--- config.mk ---
export PLATFORM = sky130hd
export DESIGN_NAME = card_loader
export DESIGN_NICKNAME = d
export VERILOG_FILES = /design/src/rtl/cardld_pkg.sv /design/src/rtl/cardld_seg_alloc.sv /design/src/rtl/cardld_code_pack.sv /design/src/rtl/cardld_ws_init.sv /design/src/rtl/card_loader.sv
export SDC_FILE = /design/constraint.sdc
export NUM_CORES = 1
export LEC_CHECK = 0
export BUFFER_PORTS_ARGS = -buffer_cell sky130_fd_sc_hd__buf_4
export CAP_MARGIN = 25
export CORE_MARGIN = 2
export CORE_UTILIZATION = 45
export CTS_CLUSTER_SIZE = 14
export DETAILED_ROUTE_END_ITERATION = 10
export PLACE_DENSITY = 0.65
export SLEW_MARGIN = 20
export SYNTH_ARGS = -nofsm -noshare
export SYNTH_HDL_FRONTEND = slang
export SYNTH_SLANG_ARGS = --single-unit
--- constraint.sdc ---
create_clock -name clk -period 2.85 [get_ports clk]
set_input_delay 0.1425 -clock clk [delete_from_list [all_inputs] [get_ports clk]]
set_output_delay 0.1425 -clock clk [all_outputs]
set_load 0.01 [all_outputs]
--- src/rtl/cardld_pkg.sv ---
`timescale 1ns/1ps
package cardld_pkg;

   typedef enum logic [2:0] {
      TK_JOB     = 3'd0,
      TK_SEGLEN  = 3'd1,
      TK_NIBCNT  = 3'd2,
      TK_NIBBLE  = 3'd3,
      TK_WSCOUNT = 3'd4,
      TK_WSOFF   = 3'd5,
      TK_WSVAL   = 3'd6,
      TK_START   = 3'd7
   } tok_kind_e;

   typedef enum logic [2:0] {
      ST_IDLE  = 3'd0,
      ST_LEN   = 3'd1,
      ST_OBJ   = 3'd2,
      ST_NIB   = 3'd3,
      ST_WSOFF = 3'd4,
      ST_WSVAL = 3'd5,
      ST_START = 3'd6
   } ld_state_e;

endpackage

--- src/rtl/cardld_seg_alloc.sv ---
`timescale 1ns/1ps
module cardld_seg_alloc #(
   parameter int BASE_W = 14,
   parameter int SLEN_W = 18,
   parameter int LEN_W  = 16,
   parameter int WORD_W = 32
) (
   input  logic              clk,
   input  logic              rst_n,
   input  logic              clear,
   input  logic              len_valid,
   input  logic [1:0]        len_sel,
   input  logic [LEN_W-1:0]  len_val,
   output logic              seg_we,
   output logic [1:0]        seg_sel,
   output logic [WORD_W-1:0] seg_word,
   output logic [BASE_W-1:0] ws_base
);

   if (BASE_W + SLEN_W != WORD_W) begin : g_bad_split
      $error("cardld_seg_alloc: base and length fields must fill the word");
   end
   if (LEN_W > SLEN_W) begin : g_bad_len
      $error("cardld_seg_alloc: length token wider than length field");
   end

   logic [BASE_W-1:0] next_free;
   logic [BASE_W-1:0] len_trunc;

   assign len_trunc = BASE_W'(len_val);

   always_ff @(posedge clk) begin
      if (!rst_n) begin
         next_free <= '0;
         seg_we    <= 1'b0;
         seg_sel   <= '0;
         seg_word  <= '0;
         ws_base   <= '0;
      end else begin
         seg_we <= 1'b0;
         if (clear) begin
            next_free <= '0;
         end else if (len_valid) begin
            seg_we    <= 1'b1;
            seg_sel   <= len_sel;
            seg_word  <= {next_free, SLEN_W'(len_val)};
            next_free <= next_free + len_trunc;
            if (len_sel == 2'd3) ws_base <= next_free;
         end
      end
   end

   // checker: end of the previously announced segment
   logic [BASE_W-1:0] chk_end;
   always_ff @(posedge clk) begin
      if (!rst_n || clear) chk_end <= '0;
      else if (seg_we)     chk_end <= seg_word[WORD_W-1 -: BASE_W] + BASE_W'(seg_word[SLEN_W-1:0]);
   end

   AST_BASE0_ZERO: assert property (@(posedge clk) disable iff (!rst_n)
      (seg_we && seg_sel == 2'd0) |-> seg_word[WORD_W-1 -: BASE_W] == '0);
   AST_BASE_CHAIN: assert property (@(posedge clk) disable iff (!rst_n)
      seg_we |-> seg_word[WORD_W-1 -: BASE_W] == chk_end);

endmodule

--- src/rtl/cardld_code_pack.sv ---
`timescale 1ns/1ps
module cardld_code_pack #(
   parameter int WORD_W     = 32,
   parameter int ADDR_W     = 14,
   parameter bit BIG_ENDIAN = 1'b1
) (
   input  logic              clk,
   input  logic              rst_n,
   input  logic              clear,
   input  logic              nib_valid,
   input  logic [3:0]        nib,
   input  logic              flush,
   output logic              wr_valid,
   output logic [ADDR_W-1:0] wr_addr,
   output logic [WORD_W-1:0] wr_data
);

   localparam int NPW    = WORD_W / 4;
   localparam int POS_W  = $clog2(NPW);
   localparam int SH_W   = $clog2(WORD_W);
   localparam int WIDX_W = ADDR_W - 2;

   if ((1 << SH_W) != WORD_W || WORD_W < 16) begin : g_bad_word
      $error("cardld_code_pack: word width must be a power of two of at least 16");
   end

   logic [WORD_W-1:0] acc;
   logic [WORD_W-1:0] acc_ins;
   logic [POS_W-1:0]  pos;
   logic [WIDX_W-1:0] widx;
   logic [SH_W-1:0]   nib_shift;
   logic              last_nib;

   if (BIG_ENDIAN) begin : g_big
      always_comb nib_shift = SH_W'(WORD_W - 4) - {pos, 2'b00};
   end else begin : g_little
      always_comb nib_shift = {pos[POS_W-1:1], 3'b000} + (pos[0] ? SH_W'(0) : SH_W'(4));
   end

   assign acc_ins  = acc | (WORD_W'(nib) << nib_shift);
   assign last_nib = (pos == POS_W'(NPW - 1));

   always_ff @(posedge clk) begin
      if (!rst_n) begin
         acc      <= '0;
         pos      <= '0;
         widx     <= '0;
         wr_valid <= 1'b0;
         wr_addr  <= '0;
         wr_data  <= '0;
      end else begin
         wr_valid <= 1'b0;
         if (clear) begin
            acc  <= '0;
            pos  <= '0;
            widx <= '0;
         end else if (nib_valid) begin
            if (last_nib) begin
               wr_valid <= 1'b1;
               wr_data  <= acc_ins;
               wr_addr  <= {widx, 2'b00};
               widx     <= widx + 1'b1;
               acc      <= '0;
               pos      <= '0;
            end else begin
               acc <= acc_ins;
               pos <= pos + 1'b1;
            end
         end else if (flush && pos != '0) begin
            wr_valid <= 1'b1;
            wr_data  <= acc;
            wr_addr  <= {widx, 2'b00};
            widx     <= widx + 1'b1;
            acc      <= '0;
            pos      <= '0;
         end
      end
   end

   // checker: code words land at consecutive word addresses
   logic [ADDR_W-1:0] chk_next;
   always_ff @(posedge clk) begin
      if (!rst_n || clear) chk_next <= '0;
      else if (wr_valid)   chk_next <= wr_addr + ADDR_W'(4);
   end

   AST_CODE_SEQ_ADDR: assert property (@(posedge clk) disable iff (!rst_n)
      wr_valid |-> wr_addr == chk_next);
   AST_NO_EMPTY_FLUSH: assert property (@(posedge clk) disable iff (!rst_n)
      (flush && !nib_valid && pos == '0) |=> !wr_valid);

endmodule

--- src/rtl/cardld_ws_init.sv ---
`timescale 1ns/1ps
module cardld_ws_init #(
   parameter int ADDR_W = 14,
   parameter int CNT_W  = 16,
   parameter int WORD_W = 32
) (
   input  logic              clk,
   input  logic              rst_n,
   input  logic              off_valid,
   input  logic [CNT_W-1:0]  off,
   input  logic              val_valid,
   input  logic [WORD_W-1:0] val,
   input  logic [ADDR_W-1:0] base,
   output logic              wr_valid,
   output logic [ADDR_W-1:0] wr_addr,
   output logic [WORD_W-1:0] wr_data
);

   logic [CNT_W-1:0]  off_q;
   logic [ADDR_W-1:0] off_bytes;

   assign off_bytes = ADDR_W'({off_q, 2'b00});

   always_ff @(posedge clk) begin
      if (!rst_n) begin
         off_q    <= '0;
         wr_valid <= 1'b0;
         wr_addr  <= '0;
         wr_data  <= '0;
      end else begin
         wr_valid <= 1'b0;
         if (off_valid) off_q <= off;
         if (val_valid) begin
            wr_valid <= 1'b1;
            wr_addr  <= base + off_bytes;
            wr_data  <= val;
         end
      end
   end

   AST_WS_ONE_SHOT: assert property (@(posedge clk) disable iff (!rst_n)
      wr_valid |-> $past(val_valid));

endmodule

--- src/rtl/card_loader.sv ---
`timescale 1ns/1ps
module card_loader
   import cardld_pkg::*;
#(
   parameter int WORD_W     = 32,
   parameter int ADDR_W     = 14,
   parameter int SLEN_W     = 18,
   parameter int LEN_W      = 16,
   parameter int NIBCNT_W   = 8,
   parameter int CNT_W      = 16,
   parameter int START_W    = 16,
   parameter int PC_W       = 24,
   parameter bit BIG_ENDIAN = 1'b1
) (
   input  logic              clk,
   input  logic              rst_n,
   input  logic              tok_valid,
   output logic              tok_ready,
   input  logic [2:0]        tok_kind,
   input  logic [WORD_W-1:0] tok_data,
   output logic              seg_we,
   output logic [1:0]        seg_sel,
   output logic [WORD_W-1:0] seg_word,
   output logic              mem_we,
   output logic [ADDR_W-1:0] mem_addr,
   output logic [WORD_W-1:0] mem_wdata,
   output logic [PC_W-1:0]   start_pc,
   output logic              trace_on,
   output logic              load_done,
   output logic              load_err
);

   localparam int TRACE_LO = START_W;

   if (START_W + 4 > WORD_W) begin : g_bad_start
      $error("card_loader: start field and trace field exceed token width");
   end
   if (PC_W < START_W) begin : g_bad_pc
      $error("card_loader: program counter narrower than start field");
   end
   if (CNT_W > WORD_W || NIBCNT_W > WORD_W || LEN_W > WORD_W) begin : g_bad_cnt
      $error("card_loader: count fields exceed token width");
   end

   tok_kind_e kind;
   ld_state_e state, state_nxt;

   logic [1:0]          len_idx;
   logic [NIBCNT_W-1:0] nib_left;
   logic [CNT_W-1:0]    ws_left;

   logic clear_s, seg_s, nibcnt_s, nib_s, flush_s, off_s, val_s, fin_s, bad_s;

   assign kind      = tok_kind_e'(tok_kind);
   assign tok_ready = 1'b1;

   always_comb begin
      state_nxt = state;
      clear_s   = 1'b0;
      seg_s     = 1'b0;
      nibcnt_s  = 1'b0;
      nib_s     = 1'b0;
      flush_s   = 1'b0;
      off_s     = 1'b0;
      val_s     = 1'b0;
      fin_s     = 1'b0;
      bad_s     = 1'b0;
      if (tok_valid) begin
         case (state)
            ST_IDLE: begin
               if (kind == TK_JOB) begin
                  clear_s   = 1'b1;
                  state_nxt = ST_LEN;
               end else bad_s = 1'b1;
            end
            ST_LEN: begin
               if (kind == TK_SEGLEN) begin
                  seg_s = 1'b1;
                  if (len_idx == 2'd3) state_nxt = ST_OBJ;
               end else bad_s = 1'b1;
            end
            ST_OBJ: begin
               if (kind == TK_NIBCNT) begin
                  nibcnt_s = 1'b1;
                  if (tok_data[NIBCNT_W-1:0] != '0) state_nxt = ST_NIB;
               end else if (kind == TK_WSCOUNT) begin
                  flush_s   = 1'b1;
                  state_nxt = (tok_data[CNT_W-1:0] == '0) ? ST_START : ST_WSOFF;
               end else bad_s = 1'b1;
            end
            ST_NIB: begin
               if (kind == TK_NIBBLE) begin
                  nib_s = 1'b1;
                  if (nib_left == NIBCNT_W'(1)) state_nxt = ST_OBJ;
               end else bad_s = 1'b1;
            end
            ST_WSOFF: begin
               if (kind == TK_WSOFF) begin
                  off_s     = 1'b1;
                  state_nxt = ST_WSVAL;
               end else bad_s = 1'b1;
            end
            ST_WSVAL: begin
               if (kind == TK_WSVAL) begin
                  val_s     = 1'b1;
                  state_nxt = (ws_left == CNT_W'(1)) ? ST_START : ST_WSOFF;
               end else bad_s = 1'b1;
            end
            ST_START: begin
               if (kind == TK_START) begin
                  fin_s     = 1'b1;
                  state_nxt = ST_IDLE;
               end else bad_s = 1'b1;
            end
            default: bad_s = 1'b1;
         endcase
         if (bad_s) state_nxt = ST_IDLE;
      end
   end

   always_ff @(posedge clk) begin
      if (!rst_n) begin
         state     <= ST_IDLE;
         len_idx   <= '0;
         nib_left  <= '0;
         ws_left   <= '0;
         start_pc  <= '0;
         trace_on  <= 1'b0;
         load_done <= 1'b0;
         load_err  <= 1'b0;
      end else begin
         state     <= state_nxt;
         load_done <= fin_s;
         load_err  <= bad_s;
         if (clear_s)    len_idx  <= '0;
         else if (seg_s) len_idx  <= len_idx + 1'b1;
         if (nibcnt_s)   nib_left <= tok_data[NIBCNT_W-1:0];
         else if (nib_s) nib_left <= nib_left - 1'b1;
         if (flush_s)    ws_left  <= tok_data[CNT_W-1:0];
         else if (val_s) ws_left  <= ws_left - 1'b1;
         if (fin_s) begin
            start_pc <= PC_W'(tok_data[START_W-1:0]);
            trace_on <= (tok_data[TRACE_LO +: 4] == 4'd1);
         end
      end
   end

   logic [ADDR_W-1:0] ws_base;
   logic              pk_wv, ws_wv;
   logic [ADDR_W-1:0] pk_addr, ws_addr;
   logic [WORD_W-1:0] pk_data, ws_data;

   cardld_seg_alloc #(
      .BASE_W (ADDR_W),
      .SLEN_W (SLEN_W),
      .LEN_W  (LEN_W),
      .WORD_W (WORD_W)
   ) u_seg (
      .clk       (clk),
      .rst_n     (rst_n),
      .clear     (clear_s),
      .len_valid (seg_s),
      .len_sel   (len_idx),
      .len_val   (tok_data[LEN_W-1:0]),
      .seg_we    (seg_we),
      .seg_sel   (seg_sel),
      .seg_word  (seg_word),
      .ws_base   (ws_base)
   );

   cardld_code_pack #(
      .WORD_W     (WORD_W),
      .ADDR_W     (ADDR_W),
      .BIG_ENDIAN (BIG_ENDIAN)
   ) u_pack (
      .clk       (clk),
      .rst_n     (rst_n),
      .clear     (clear_s),
      .nib_valid (nib_s),
      .nib       (tok_data[3:0]),
      .flush     (flush_s),
      .wr_valid  (pk_wv),
      .wr_addr   (pk_addr),
      .wr_data   (pk_data)
   );

   cardld_ws_init #(
      .ADDR_W (ADDR_W),
      .CNT_W  (CNT_W),
      .WORD_W (WORD_W)
   ) u_ws (
      .clk       (clk),
      .rst_n     (rst_n),
      .off_valid (off_s),
      .off       (tok_data[CNT_W-1:0]),
      .val_valid (val_s),
      .val       (tok_data),
      .base      (ws_base),
      .wr_valid  (ws_wv),
      .wr_addr   (ws_addr),
      .wr_data   (ws_data)
   );

   assign mem_we    = pk_wv | ws_wv;
   assign mem_addr  = pk_wv ? pk_addr : ws_addr;
   assign mem_wdata = pk_wv ? pk_data : ws_data;

   AST_ONE_WRITER: assert property (@(posedge clk) disable iff (!rst_n)
      $onehot0({pk_wv, ws_wv}));
   AST_NIB_PENDING: assert property (@(posedge clk) disable iff (!rst_n)
      (state == ST_NIB) |-> nib_left != '0);
   AST_DONE_PULSE: assert property (@(posedge clk) disable iff (!rst_n)
      load_done |=> !load_done);
   AST_TRACE_ONLY_AT_DONE: assert property (@(posedge clk) disable iff (!rst_n)
      (trace_on != $past(trace_on)) |-> load_done);
   AST_ERR_TO_IDLE: assert property (@(posedge clk) disable iff (!rst_n)
      load_err |-> (state == ST_IDLE && !load_done));

endmodule

; ---- Word level (Yosys, flattened, before mapping)
; Cells that the tools add are included.
[op_classes]
n_reduce_logical = 17
n_shift = 1
eq_ne = 29
add_sub_neg = 8
muxes = 76
n_bitwise = 4
[ops]
columns = cell, n
row1 = two-way mux 32 bit, 7
row2 = two-way mux 14 bit, 4
row3 = two-way mux 3 bit, 15
row4 = two-way mux 1 bit, 39
row5 = two-way mux 12 bit, 3
row6 = two-way mux 16 bit, 2
row7 = bitwise OR 32 bit, 1
row8 = left shift 4 x 5 -> 32 bit, 1
row9 = adder 14 bit, 2
row10 = == test 3 bit (second input constant), 8
row11 = inequality test 3 bit (second input constant), 8
row12 = case mux 3 bit (7 select lines), 1
row13 = == test 16 x 1 -> 1 bit (second input constant), 1
row14 = logical NOT 16 bit, 1
row15 = two-way mux 8 bit, 2
row16 = nonzero test 8 bit, 2
row17 = subtractor 16 x 1 -> 16 bit (second input constant), 1
row18 = adder 12 x 1 -> 12 bit (second input constant), 1
row19 = == test 3 x 2 -> 1 bit (second input constant), 4
row20 = AND reduction 12 bit, 1
row21 = == test 8 x 1 -> 1 bit (second input constant), 1
row22 = inequality test 4 bit (second input constant), 2
row23 = subtractor 8 x 1 -> 8 bit (second input constant), 1
row24 = case mux 1 bit (7 select lines), 1
row25 = other kinds (17), 26
[word_totals]
word_cells = 158
reg_bits = 262

; ---- Longest topological paths before layout
; Gate-level depths: netlist of run 1.
[depth]
depth_word = 8
mapped_depth = 10
depth_no_buf = 9

; ---- Modules after synthesis
; From an unflattened synthesis of run 1, not the netlist that was laid out.
[unflattened]
hier_cells = 1423
hier_area_um2 = 12455.7
[modules_own_cells]
columns = mod, seq_area_each_um2, area_per_inst_um2, instances, cells_each
row1 = cardld_code_pack, 1841.8, 3668.5, 1, 421
row2 = card_loader, 960.9, 3314.4, 1, 389
row3 = cardld_seg_alloc, 1221.2, 2854.0, 1, 340
row4 = cardld_ws_init, 1181.1, 2618.8, 1, 273

; ---- Worst setup path after synthesis of run 1
; No wires, ideal clock.
[synth_path]
path_type = flip-flop to flip-flop
start = register u_pack.pos[0]
end = register u_pack.widx[10]
arrival_time_ps = 2049
period_less_slack_ps = 2119
setup_slack_ps = 731
stages_incl_launch_ff = 11
setup_ps = 70
n_path_buf = 2
cell_sequence = dfxtp_1 ha_1 ha_1 clkbuf_1 inv_1 nor3_2 or2_1 buf_4 nand4_1 or3_1 a21oi_1
[synth_via]
elab_chain_len = 4
word_cells_on_any_way = 6
[synth_lines]
columns = element, line_no
row1 = from (decl), cardld_code_pack.sv:29  ; logic [POS_W-1:0] pos;
row2 = from (signal assigned), cardld_code_pack.sv:67  ; pos <= pos + 1'b1;
row3 = nonzero test 3 bit, cardld_code_pack.sv:69  ; end else if (flush && pos != '0) begin
row4 = logical AND 1 bit, cardld_code_pack.sv:69
row5 = nonzero test 2 bit (no line), -
row6 = AND reduction 2 bit (no line) (*), -
row7 = to (signal assigned), cardld_code_pack.sv:62  ; widx <= widx + 1'b1;
row8 = to (signal assigned), cardld_code_pack.sv:73  ; widx <= widx + 1'b1;
row9 = to (decl), cardld_code_pack.sv:30  ; logic [WIDX_W-1:0] widx;
; Every way passes the cells marked *; elsewhere a longest branch is shown, timed or not.
; A chain may end at the register's enable or synchronous reset.

; ---- Worst setup path after layout of run 1
; Same ends and word-level chain as after synthesis.

==> impl_metrics.env, run 1 <==
export IMPL_finalCritPeriodShare_pct=86.6
export IMPL_preCtsSetupSlack_ns=0.459
export IMPL_max_vdd_ir_drop_mv=0.404
export IMPL_final_cell_area_mm2=0.0145
export IMPL_grt_util_all_layers_pct=23.3
export IMPL_coreArea_mm2=0.0261
export IMPL_startpoint_type="flop"
export IMPL_die_area_mm2=0.0278
export IMPL_die_h_um=167
export IMPL_fin_worst_skew_ns=0.0220
export IMPL_rrSetupSlack_ns=0.38
export IMPL_cpPeakStageDelay_ns=0.47
export IMPL_use_met1_pct=32.3
export IMPL_nNetsFinal=1668
export IMPL_numCtsBuffers=29
export IMPL_r2r_cells=8
export IMPL_switching_share_pct=22.2
export IMPL_synthFlopType="dfxtp_1"
export IMPL_cp_common_cell="ha_1"
export IMPL_grt_ovfl_total=0
export IMPL_antenna_left=0
export IMPL_p_comb_share_pct=3.9
export IMPL_timing_hold_ws_ns=0.0779
export IMPL_crit_arrival_ns=2.94
export IMPL_hold_path_class="primary input to flop"
export IMPL_min_to="u_ws.wr_data[7]"
export IMPL_htreeDepth=1
export IMPL_drt_initial_drc_count=674
export IMPL_io_pins=148
export IMPL_drive_gt1_share_pct=17.9
export IMPL_rr_endpoint="u_pack.widx[10]"
export IMPL_async_reset_ff_share_pct=0
export IMPL_cp_end_kind="flop"
export IMPL_cp_max_fo=8
export IMPL_max_cap_violations=0
export IMPL_grt_pass1_wl_um=53700
export IMPL_crit_type="flop to flop"
export IMPL_clock_latency_ns=0.56
export IMPL_gp_congestion=0.856
export IMPL_p_sw_mw=1.71
export IMPL_synth_distinct_cells=77
export IMPL_io_buffers=136
export IMPL_synthToLayoutAreaGrowth_pct=21.8
export IMPL_timing_max_transition_violations_final=0
export IMPL_hold_viol=0
export IMPL_grt_max_degree=63
export IMPL_synth_edf_count=0
export IMPL_cts_root_buf="clkbuf_16"
export IMPL_vias=10800
export IMPL_dpl_instance_area_mm2=0.0132
export IMPL_worst_pin_slew_ns=0.809
export IMPL_yosys_warnings=0
export IMPL_core_rowCount=59
export IMPL_seq_area_frac_synth_pct=43.7
export IMPL_start_util_pct=45.7
export IMPL_routed_wl_um=33300
export IMPL_met2_usage_pct=38.1
export IMPL_worstPathCellList="ha_1, ha_1, inv_1, nor3_2, or2_1, nand4_1, or3_1, a21oi_1"
export IMPL_status="finished, final reports clean"
export IMPL_grt_busiest_layer="met2"
export IMPL_grtUsageMet3_pct=3.66
export IMPL_cts_path_max_buffers=3
export IMPL_vias_per_cell=5.50
export IMPL_r2r_start="u_pack.pos[0]"
export IMPL_firstDrtPassIters=5
export IMPL_rsz0062_at_grt="false"
export IMPL_postSynthCellCount=1454
export IMPL_tns_ns=0
export IMPL_post_cts_buffers=0
export IMPL_ys_ff_latch=260
export IMPL_setup_viol=0
export IMPL_cts_tree="yes"
export IMPL_syn_area_per_cell_um2=8.20
export IMPL_min_from="tok_data[7]"
export IMPL_die_x_um=167
export IMPL_p_leak_nw=5.65
export IMPL_intPower_mw=5.98
export IMPL_max_slew_margin_pct=45.6
export IMPL_netlist_area_mm2=0.0119
export IMPL_required_ns=3.32
export IMPL_power_density_mw_per_mm2=529
export IMPL_grt_pass1_vias=10100
export IMPL_antenna_found_initial=1
export IMPL_hold_depth=4
export IMPL_min_period_ns=2.47
export IMPL_post_drt_wl_per_cell_um=17.0
export IMPL_drc=0
export IMPL_crit_slowest_cell="dfxtp_1"
export IMPL_cts_sinks=260
export IMPL_timing_fmax_ghz=0.405
export IMPL_clkPwrFrac_pct=48.8
export IMPL_final_setup_worst_slack_ns=0.382
export IMPL_dpl_hpwl_um=22600
export IMPL_p_seq_share_pct=47.3
export IMPL_cts_clk_slew_worst_paths_ns=0.06
export IMPL_power_mw=7.68
[power groups by stage]
stage	Sequential (mW)	Clock (mW)	Combinational, mW
after floorplan	3.72	0	0.137
after global placement	3.72	0	0.257
after detailed placement	3.72	0	0.259
after CTS	3.64	3.81	0.294
after global routing	3.64	3.95	0.318
final	3.64	3.75	0.296
[area by class of cell]
| cell class | instances | area [µm²] |
|---|---|---|
| fillers | 2437 | 11500 |
| well taps | 335 | 419 |
| clock buffers | 45 | 856 |
| repair buffers | 205 | 1640 |
| flip-flops and latches | 260 | 5210 |
| diodes | 1 | 2.50 |
| multi-input cells | 1078 | 6200 |
| inverters | 21 | 81.3 |
| clock inverters | 9 | 103 |
[state kept, by name, summed over array words and instances (netlist names), 2 cells and up]
signal and count:
u_pack.acc 32, u_pack.wr_data 32, u_ws.wr_data 32, u_seg.seg_word 30
start_pc 16, ws_left 16, u_seg.next_free 14, u_seg.ws_base 14
u_ws.wr_addr 14, u_pack.widx 12, u_pack.wr_addr 12, u_ws.off_q 12
nib_left 8, state 3, u_pack.pos 3, len_idx 2
u_seg.seg_sel 2
[cell usage in the layout (no fill, tap or decap), types with 7 or more instances in the layout]
cell | synthesis | routed
dfxtp_1 | 260 | 259
nand2_1 | 238 | 238
a21oi_1 | 213 | 213
buf_4 | 13 | 171
nor2_1 | 167 | 165
o21ai_0 | 60 | 60
mux2_2 | 45 | 45
nand3_1 | 43 | 42
mux2i_1 | 33 | 33
ha_1 | 33 | 33
dlygate4sd3_1 | 0 | 32
nor3_1 | 30 | 30
clkbuf_16 | 0 | 29
inv_1 | 21 | 20
or3_1 | 15 | 15
nor4_1 | 12 | 12
xnor2_1 | 11 | 11
conb_1 | 2 | 11
a32oi_1 | 10 | 10
a211oi_1 | 9 | 9
clkbuf_1 | 54 | 9
nor2b_1 | 8 | 8
nand4_1 | 8 | 8
a21o_1 | 8 | 8
a22oi_1 | 7 | 7
o211ai_1 | 7 | 7
xor2_1 | 7 | 7
clkbuf_8 | 0 | 7
[through the flow]
stage	cells	util, %
6_report	1954	55.7
2_1_floorplan	1463	-
4_1_cts	1953	55.7
5_1_grt	1954	55.7
3_3_place_gp	1866	50.7
3_5_place_dp	1867	50.8
[worst max-delay path, delay by kind of cell, from the launching register on]
| family | cells | cell delay (ns) |
|---|---|---|
| adders and majority gates | 2 | 0.58 |
| AOI/OAI and AO/OA | 1 | 0.15 |
| and+or+nand+nor | 4 | 1.09 |
| buffers and inverters | 1 | 0.13 |
| DFF | 1 | 0.47 |
[per-layer routing]
layer  wire length [µm]  part of all wire [%]  vias up
met5                  0                     0        -
met4                838                   2.5        0
met3               1950                   5.9       58
met2              15200                    46      315
met1              15300                    46     5044
li1                   -                     -     5336
[synth_stat cells, types with 3 or more instances]
library cell	number	area, µm²
a211o_1	3	26.3
a211oi_1	9	67.6
a21o_1	8	60.1
a21oi_1	213	1070
a221oi_1	5	43.8
a22oi_1	7	52.6
a31oi_1	6	37.5
a32oi_1	10	87.6
and2_1	4	25.0
and3_1	6	37.5
buf_1	9	33.8
buf_2	27	135
buf_4	13	97.6
clkbuf_1	54	203
dfxtp_1	260	5200
ha_1	33	413
inv_1	21	78.8
mux2_2	45	507
mux2i_1	33	330
nand2_1	238	893
nand2b_1	5	31.3
nand3_1	43	215
nand4_1	8	50.1
nor2_1	167	627
nor2b_1	8	50.1
nor3_1	30	150
nor3_2	5	50.1
nor3b_1	3	22.5
nor4_1	12	75.1
nor4b_1	3	26.3
o211a_1	3	30.0
o211ai_1	7	52.6
o21a_1	4	30.0
o21ai_0	60	300
o311ai_0	3	26.3
o31ai_1	3	22.5
or2_2	4	25.0
or3_1	15	93.8
xnor2_1	11	96.3
xor2_1	7	61.3
[timing repair]
item | in CTS | in global routing
gates resized for setup | 0 | 0
setup endpoints to repair | 0 | 0
hold buffers | 32 | 0
hold endpoints to repair | 77 | 0
[how the worst max path moves through the flow]
stage | startpoint | end | slack [ns] | cells after the start
after floorplan | u_pack.pos[0] | u_pack.widx[10] | 0.73 | 10
after global placement | u_pack.pos[0] | u_pack.widx[0] | 0.50 | 8
after detailed placement | u_pack.pos[0] | u_pack.widx[10] | 0.46 | 8
after CTS | u_pack.pos[0] | u_pack.widx[10] | 0.39 | 8
after global routing | u_pack.pos[0] | u_pack.widx[11] | 0.24 | 8
final | u_pack.pos[0] | u_pack.widx[10] | 0.38 | 8
[kinds of logic after synthesis]
group,after synthesis,share of synthesized area (%)
compound gates,359,17.3
other cells,2,0.0630
xor+xnor,18,1.32
flops,260,43.7
mux,78,7.02
fa+ha+maj,35,3.80
buf+inv,125,4.69
simple gates,577,22.1
Note: power is estimated with default switching activity, not from simulation.
==> run 2: changes to the inputs <==
- RECOVER_POWER: unset -> 25
==> run 2 against run 1 <==
  * Combinational power about the same
  * Hold slack better by 0.0040 ns
  * Final area is 2.0% lower
  * Critical endpoint is now nib_left[0]
  * Fmax is 2.1% lower
  * Clock-buffer cell count is the same
  * Total power is essentially flat
==> impl_metrics.env, run 2 (synthesis results as in run 1) <==
export IMPL_status="finished, final reports clean"
export IMPL_startpoint_type="flop"
export IMPL_finalCritPeriodShare_pct=88.5
export IMPL_dpl_instance_area_mm2=0.0132
export IMPL_antenna_found_initial=1
export IMPL_grt_ovfl_total=0
export IMPL_p_sw_mw=1.70
export IMPL_core_rowCount=59
export IMPL_cp_end_kind="flop"
export IMPL_die_h_um=167
export IMPL_htreeDepth=1
export IMPL_timing_fmax_ghz=0.397
export IMPL_setup_viol=0
export IMPL_nNetsFinal=1668
export IMPL_dpl_hpwl_um=22600
export IMPL_fin_worst_skew_ns=0.0221
export IMPL_routed_wl_um=33300
export IMPL_synthToLayoutAreaGrowth_pct=19.4
export IMPL_cts_root_buf="clkbuf_16"
export IMPL_drive_gt1_share_pct=13.4
export IMPL_p_seq_share_pct=47.4
export IMPL_cts_sinks=260
export IMPL_grt_max_degree=63
export IMPL_preCtsSetupSlack_ns=0.459
export IMPL_required_ns=3.28
export IMPL_post_drt_wl_per_cell_um=17.0
export IMPL_firstDrtPassIters=5
export IMPL_coreArea_mm2=0.0261
export IMPL_dp_cells=1867
export IMPL_rsz0062_at_grt="false"
export IMPL_clkPwrFrac_pct=48.8
export IMPL_tns_ns=0
export IMPL_cts_path_max_buffers=3
export IMPL_multi_input_area_mm2=0.00618
export IMPL_hold_viol=0
export IMPL_die_area_mm2=0.0278
export IMPL_p_comb_share_pct=3.8
export IMPL_switching_share_pct=22.2
export IMPL_regArea_mm2=0.00520
export IMPL_vias=10800
export IMPL_power_mw=7.68
export IMPL_drc=0
export IMPL_io_pins=148
export IMPL_drt_initial_drc_count=738
export IMPL_worst_pin_slew_ns=0.917
export IMPL_vias_per_cell=5.54
export IMPL_clock_latency_ns=0.56
export IMPL_n_fill_cell=2500
export IMPL_max_slew_margin_pct=38.8
export IMPL_grt_util_all_layers_pct=23.3
export IMPL_layout_common_cells="dfxtp_1 (260), nand2_1 (238), a21oi_1 (213)"
export IMPL_crit_type="flop to flop"
export IMPL_max_vdd_ir_drop_mv=0.402
export IMPL_numCtsBuffers=29
export IMPL_final_util_pct=54.6
export IMPL_final_cell_area_mm2=0.0142
export IMPL_timing_hold_ws_ns=0.0819
export IMPL_top_regs="u_pack.acc x32, u_pack.wr_data x32, u_ws.wr_data x32"
export IMPL_cts_clk_slew_worst_paths_ns=0.06
export IMPL_postCtsResizedCells=0
export IMPL_cp_max_fo=14
export IMPL_die_x_um=167
export IMPL_gp_congestion=0.856
export IMPL_grt_pass1_wl_um=53700
export IMPL_timing_max_transition_violations_final=0
export IMPL_power_density_mw_per_mm2=540
export IMPL_final_setup_worst_slack_ns=0.328
export IMPL_hold_path_class="primary input to flop"
export IMPL_max_cap_violations=0
export IMPL_crit_arrival_ns=2.95
export IMPL_intPower_mw=5.98
export IMPL_p_leak_nw=5.35
export IMPL_grt_pass1_vias=10100
export IMPL_min_period_ns=2.52
export IMPL_fin_cells=1954
export IMPL_cts_tree="yes"
export IMPL_antenna_left=0
export IMPL_start_util_pct=45.7
export IMPL_final_common_cell="dfxtp_1"
export IMPL_io_buffers=136
run 2: critical path, stage by stage (launching register included):
cell	delay (ns)
dfxtp_1	0.57
nand4bb_1	0.38
nor2_1	0.24
clkbuf_1	0.58
nor2_1	0.24
a221oi_1	0.31
nor2_1	0.06
run 2: area by class of cell:
cell class | count | area share, %
Sequential cell | 260 | 36.6
Clock inverter | 9 | 0.721
Clock buffer | 45 | 6.01
Inverter | 21 | 0.572
Tap cell | 335 | 2.95
Antenna cell | 1 | 0.0176
Multi-Input combinational cell | 1078 | 43.4
Timing Repair Buffer | 205 | 9.74
run 2: power groups by stage:
| stage | clock network [mW] | logic [mW] | registers, mW |
|---|---|---|---|
| global route | 3.95 | 0.315 | 3.64 |
| global placement | 0 | 0.257 | 3.72 |
| detailed placement | 0 | 0.259 | 3.72 |
| CTS | 3.81 | 0.294 | 3.64 |
| floorplan | 0 | 0.137 | 3.72 |
| finish | 3.75 | 0.294 | 3.64 |
run 2: final timing paths:
check	startpoint	end	slack [ns]	cells past startpoint
worst max-delay path	state[0]	nib_left[0]	0.33	6
worst max register to register	state[0]	nib_left[0]	0.33	6
worst min-delay path	tok_data[7]	u_ws.wr_data[7]	0.08	4
worst min register to register	u_ws.wr_addr[4]	u_ws.wr_addr[4]	0.45	2
run 2: routing by layer:
layer | wire [µm] | GRT usage, % | up-vias
met2 | 15200 | 38.1 | 325
li1 | - | - | 5333
met3 | 1940 | 3.66 | 67
met4 | 879 | 6.22 | 0
met1 | 15200 | 32.3 | 5093
met5 | 0 | 0 | -
run 2: timing repair:
item,CTS,global route
setup buffers,0,0
endpoints found under the hold margin,77,0
hold buffers,32,0
==> run 3: changes to the inputs <==
- REMOVE_ABC_BUFFERS: unset -> 1
==> run 3 against run 2 <==
  * Hold slack worse by 0.060 ns
  * Combinational power is 2% higher
  * Largest power group unchanged
  * Sequential cell count did not move
  * Via count shrank 0.79%
  * Clock-buffer cell count decreased by 2
==> impl_metrics.env, run 3 (synthesis results as in run 1) <==
export IMPL_status="finished, final reports clean"
export IMPL_cp_end_kind="flop"
export IMPL_io_pins=148
export IMPL_drc=0
export IMPL_drt_initial_drc_count=723
export IMPL_post_drt_wl_per_cell_um=17.5
export IMPL_max_vdd_ir_drop_mv=0.359
export IMPL_max_slew_margin_pct=20.8
export IMPL_grt_util_all_layers_pct=24.1
export IMPL_dpl_instance_area_mm2=0.0132
export IMPL_startpoint_type="primary input"
export IMPL_setup_viol=0
export IMPL_antenna_found_initial=0
export IMPL_worst_pin_slew_ns=1.19
export IMPL_cp_max_fo=100
export IMPL_die_x_um=167
export IMPL_timing_fmax_ghz=0.389
export IMPL_dpl_hpwl_um=23000
export IMPL_n_fill_cell=2508
export IMPL_routed_wl_um=34100
export IMPL_numCtsBuffers=28
export IMPL_cts_sinks=260
export IMPL_final_common_cell="dfxtp_1"
export IMPL_htreeDepth=1
export IMPL_cts_path_max_buffers=3
export IMPL_grt_ovfl_total=0
export IMPL_vias=10700
export IMPL_clock_latency_ns=0.54
export IMPL_die_h_um=167
export IMPL_die_area_mm2=0.0278
export IMPL_hold_viol=0
export IMPL_cts_clk_slew_worst_paths_ns=0.06
export IMPL_cts_root_buf="clkbuf_16"
export IMPL_fin_cells=1947
export IMPL_firstDrtPassIters=5
export IMPL_finalCritPeriodShare_pct=90.2
export IMPL_gp_congestion=0.920
export IMPL_io_buffers=136
export IMPL_cts_tree="yes"
export IMPL_layout_common_cells="dfxtp_1 (260), nand2_1 (238), a21oi_1 (213)"
export IMPL_drive_gt1_share_pct=14.3
export IMPL_final_cell_area_mm2=0.0143
export IMPL_vias_per_cell=5.51
export IMPL_crit_arrival_ns=2.98
export IMPL_required_ns=3.26
export IMPL_grt_pass1_vias=10300
export IMPL_synthToLayoutAreaGrowth_pct=19.8
export IMPL_start_util_pct=45.7
export IMPL_dp_cells=1865
export IMPL_hold_path_class="primary input to flop"
export IMPL_antenna_left=0
export IMPL_p_leak_nw=5.40
export IMPL_grt_pass1_wl_um=55300
export IMPL_top_regs="u_pack.acc x32, u_pack.wr_data x32, u_ws.wr_data x32"
export IMPL_rsz0062_at_grt="false"
export IMPL_timing_max_transition_violations_final=0
export IMPL_nNetsFinal=1663
export IMPL_min_period_ns=2.57
export IMPL_crit_type="primary input to flop"
export IMPL_max_cap_violations=0
export IMPL_grt_max_degree=101
export IMPL_n_antenna_cell=0
export IMPL_fin_worst_skew_ns=0.00633
export IMPL_power_density_mw_per_mm2=539
export IMPL_core_rowCount=59
export IMPL_coreArea_mm2=0.0261
[run 3: changes by cell type in the layout (fill, tap and decap cells not counted), sizes merged]
| cell | delta |
|---|---|
| diode | -1 |
| buf | +11 |
| inv | -1 |
| dlygate4sd3 | -2 |
| bufinv | +1 |
| clkbuf | -15 |
[run 3: worst max-delay path, stage by stage]
cell and delay [ns]:
dlygate4sd3_1 0.53, clkbuf_1 0.87, inv_4 0.31, buf_4 0.52, nor3_1 0.48
[run 3: metal layers]
metal	GRT usage [%]	vias to the layer above	wire length (µm)
met1	32.6	5067	15800
met4	5.28	0	681
met5	0	-	0
li1	-	5320	-
met2	40.6	297	15800
met3	3.97	48	1860
[run 3: layout make-up]
type                    count  area [µm²]  area share (%)
repair buffers            201        1400            9.80
inverters                  21        81.3           0.570
flip-flops and latches    260        5200            36.5
clock buffers              43         838            5.87
clock inverters             9         124           0.868
well taps                 335         419            2.94
multi-input cells        1078        6210            43.5
[run 3: path summary, 6_finish.rpt]
check	endpoint	cells after the start	slack, ns	from
worst max-delay path	load_done	5	0.28	rst_n
worst min-delay path	u_seg.next_free[0]	4	0.02	tok_data[0]
worst max register to register	u_seg.seg_word[11]	5	0.43	state[2]
worst min register to register	u_pack.wr_addr[5]	2	0.45	u_pack.wr_addr[5]
[run 3: per-stage QoR]
step	total power, mW	hold WS [ns]	utilization (%)	setup TNS, ns	worst slack (ns)
floorplan	3.81	0.278	-	-34.35	-1.02
global placement	3.99	0.396	50.8	0	0.565
detailed placement	3.99	0.401	50.8	0	0.494
CTS	7.76	0.0148	55.6	0	0.479
global route	7.92	0.0460	54.8	0	0.188
finish	7.70	0.0218	54.8	0	0.278
[run 3: report_power, final]
group	leakage, nW	switching, mW	internal [mW]
logic	2.83	0.199	0.102
registers	2.09	0.00220	3.64
clock network	0.476	1.47	2.29
[run 3: what timing repair did]
| item | CTS | global route |
|---|---|---|
| resized for setup | 0 | 0 |
| hold buffers | 30 | 0 |
| hold endpoints to repair | 71 | 0 |
| buffers inserted | 0 | 0 |
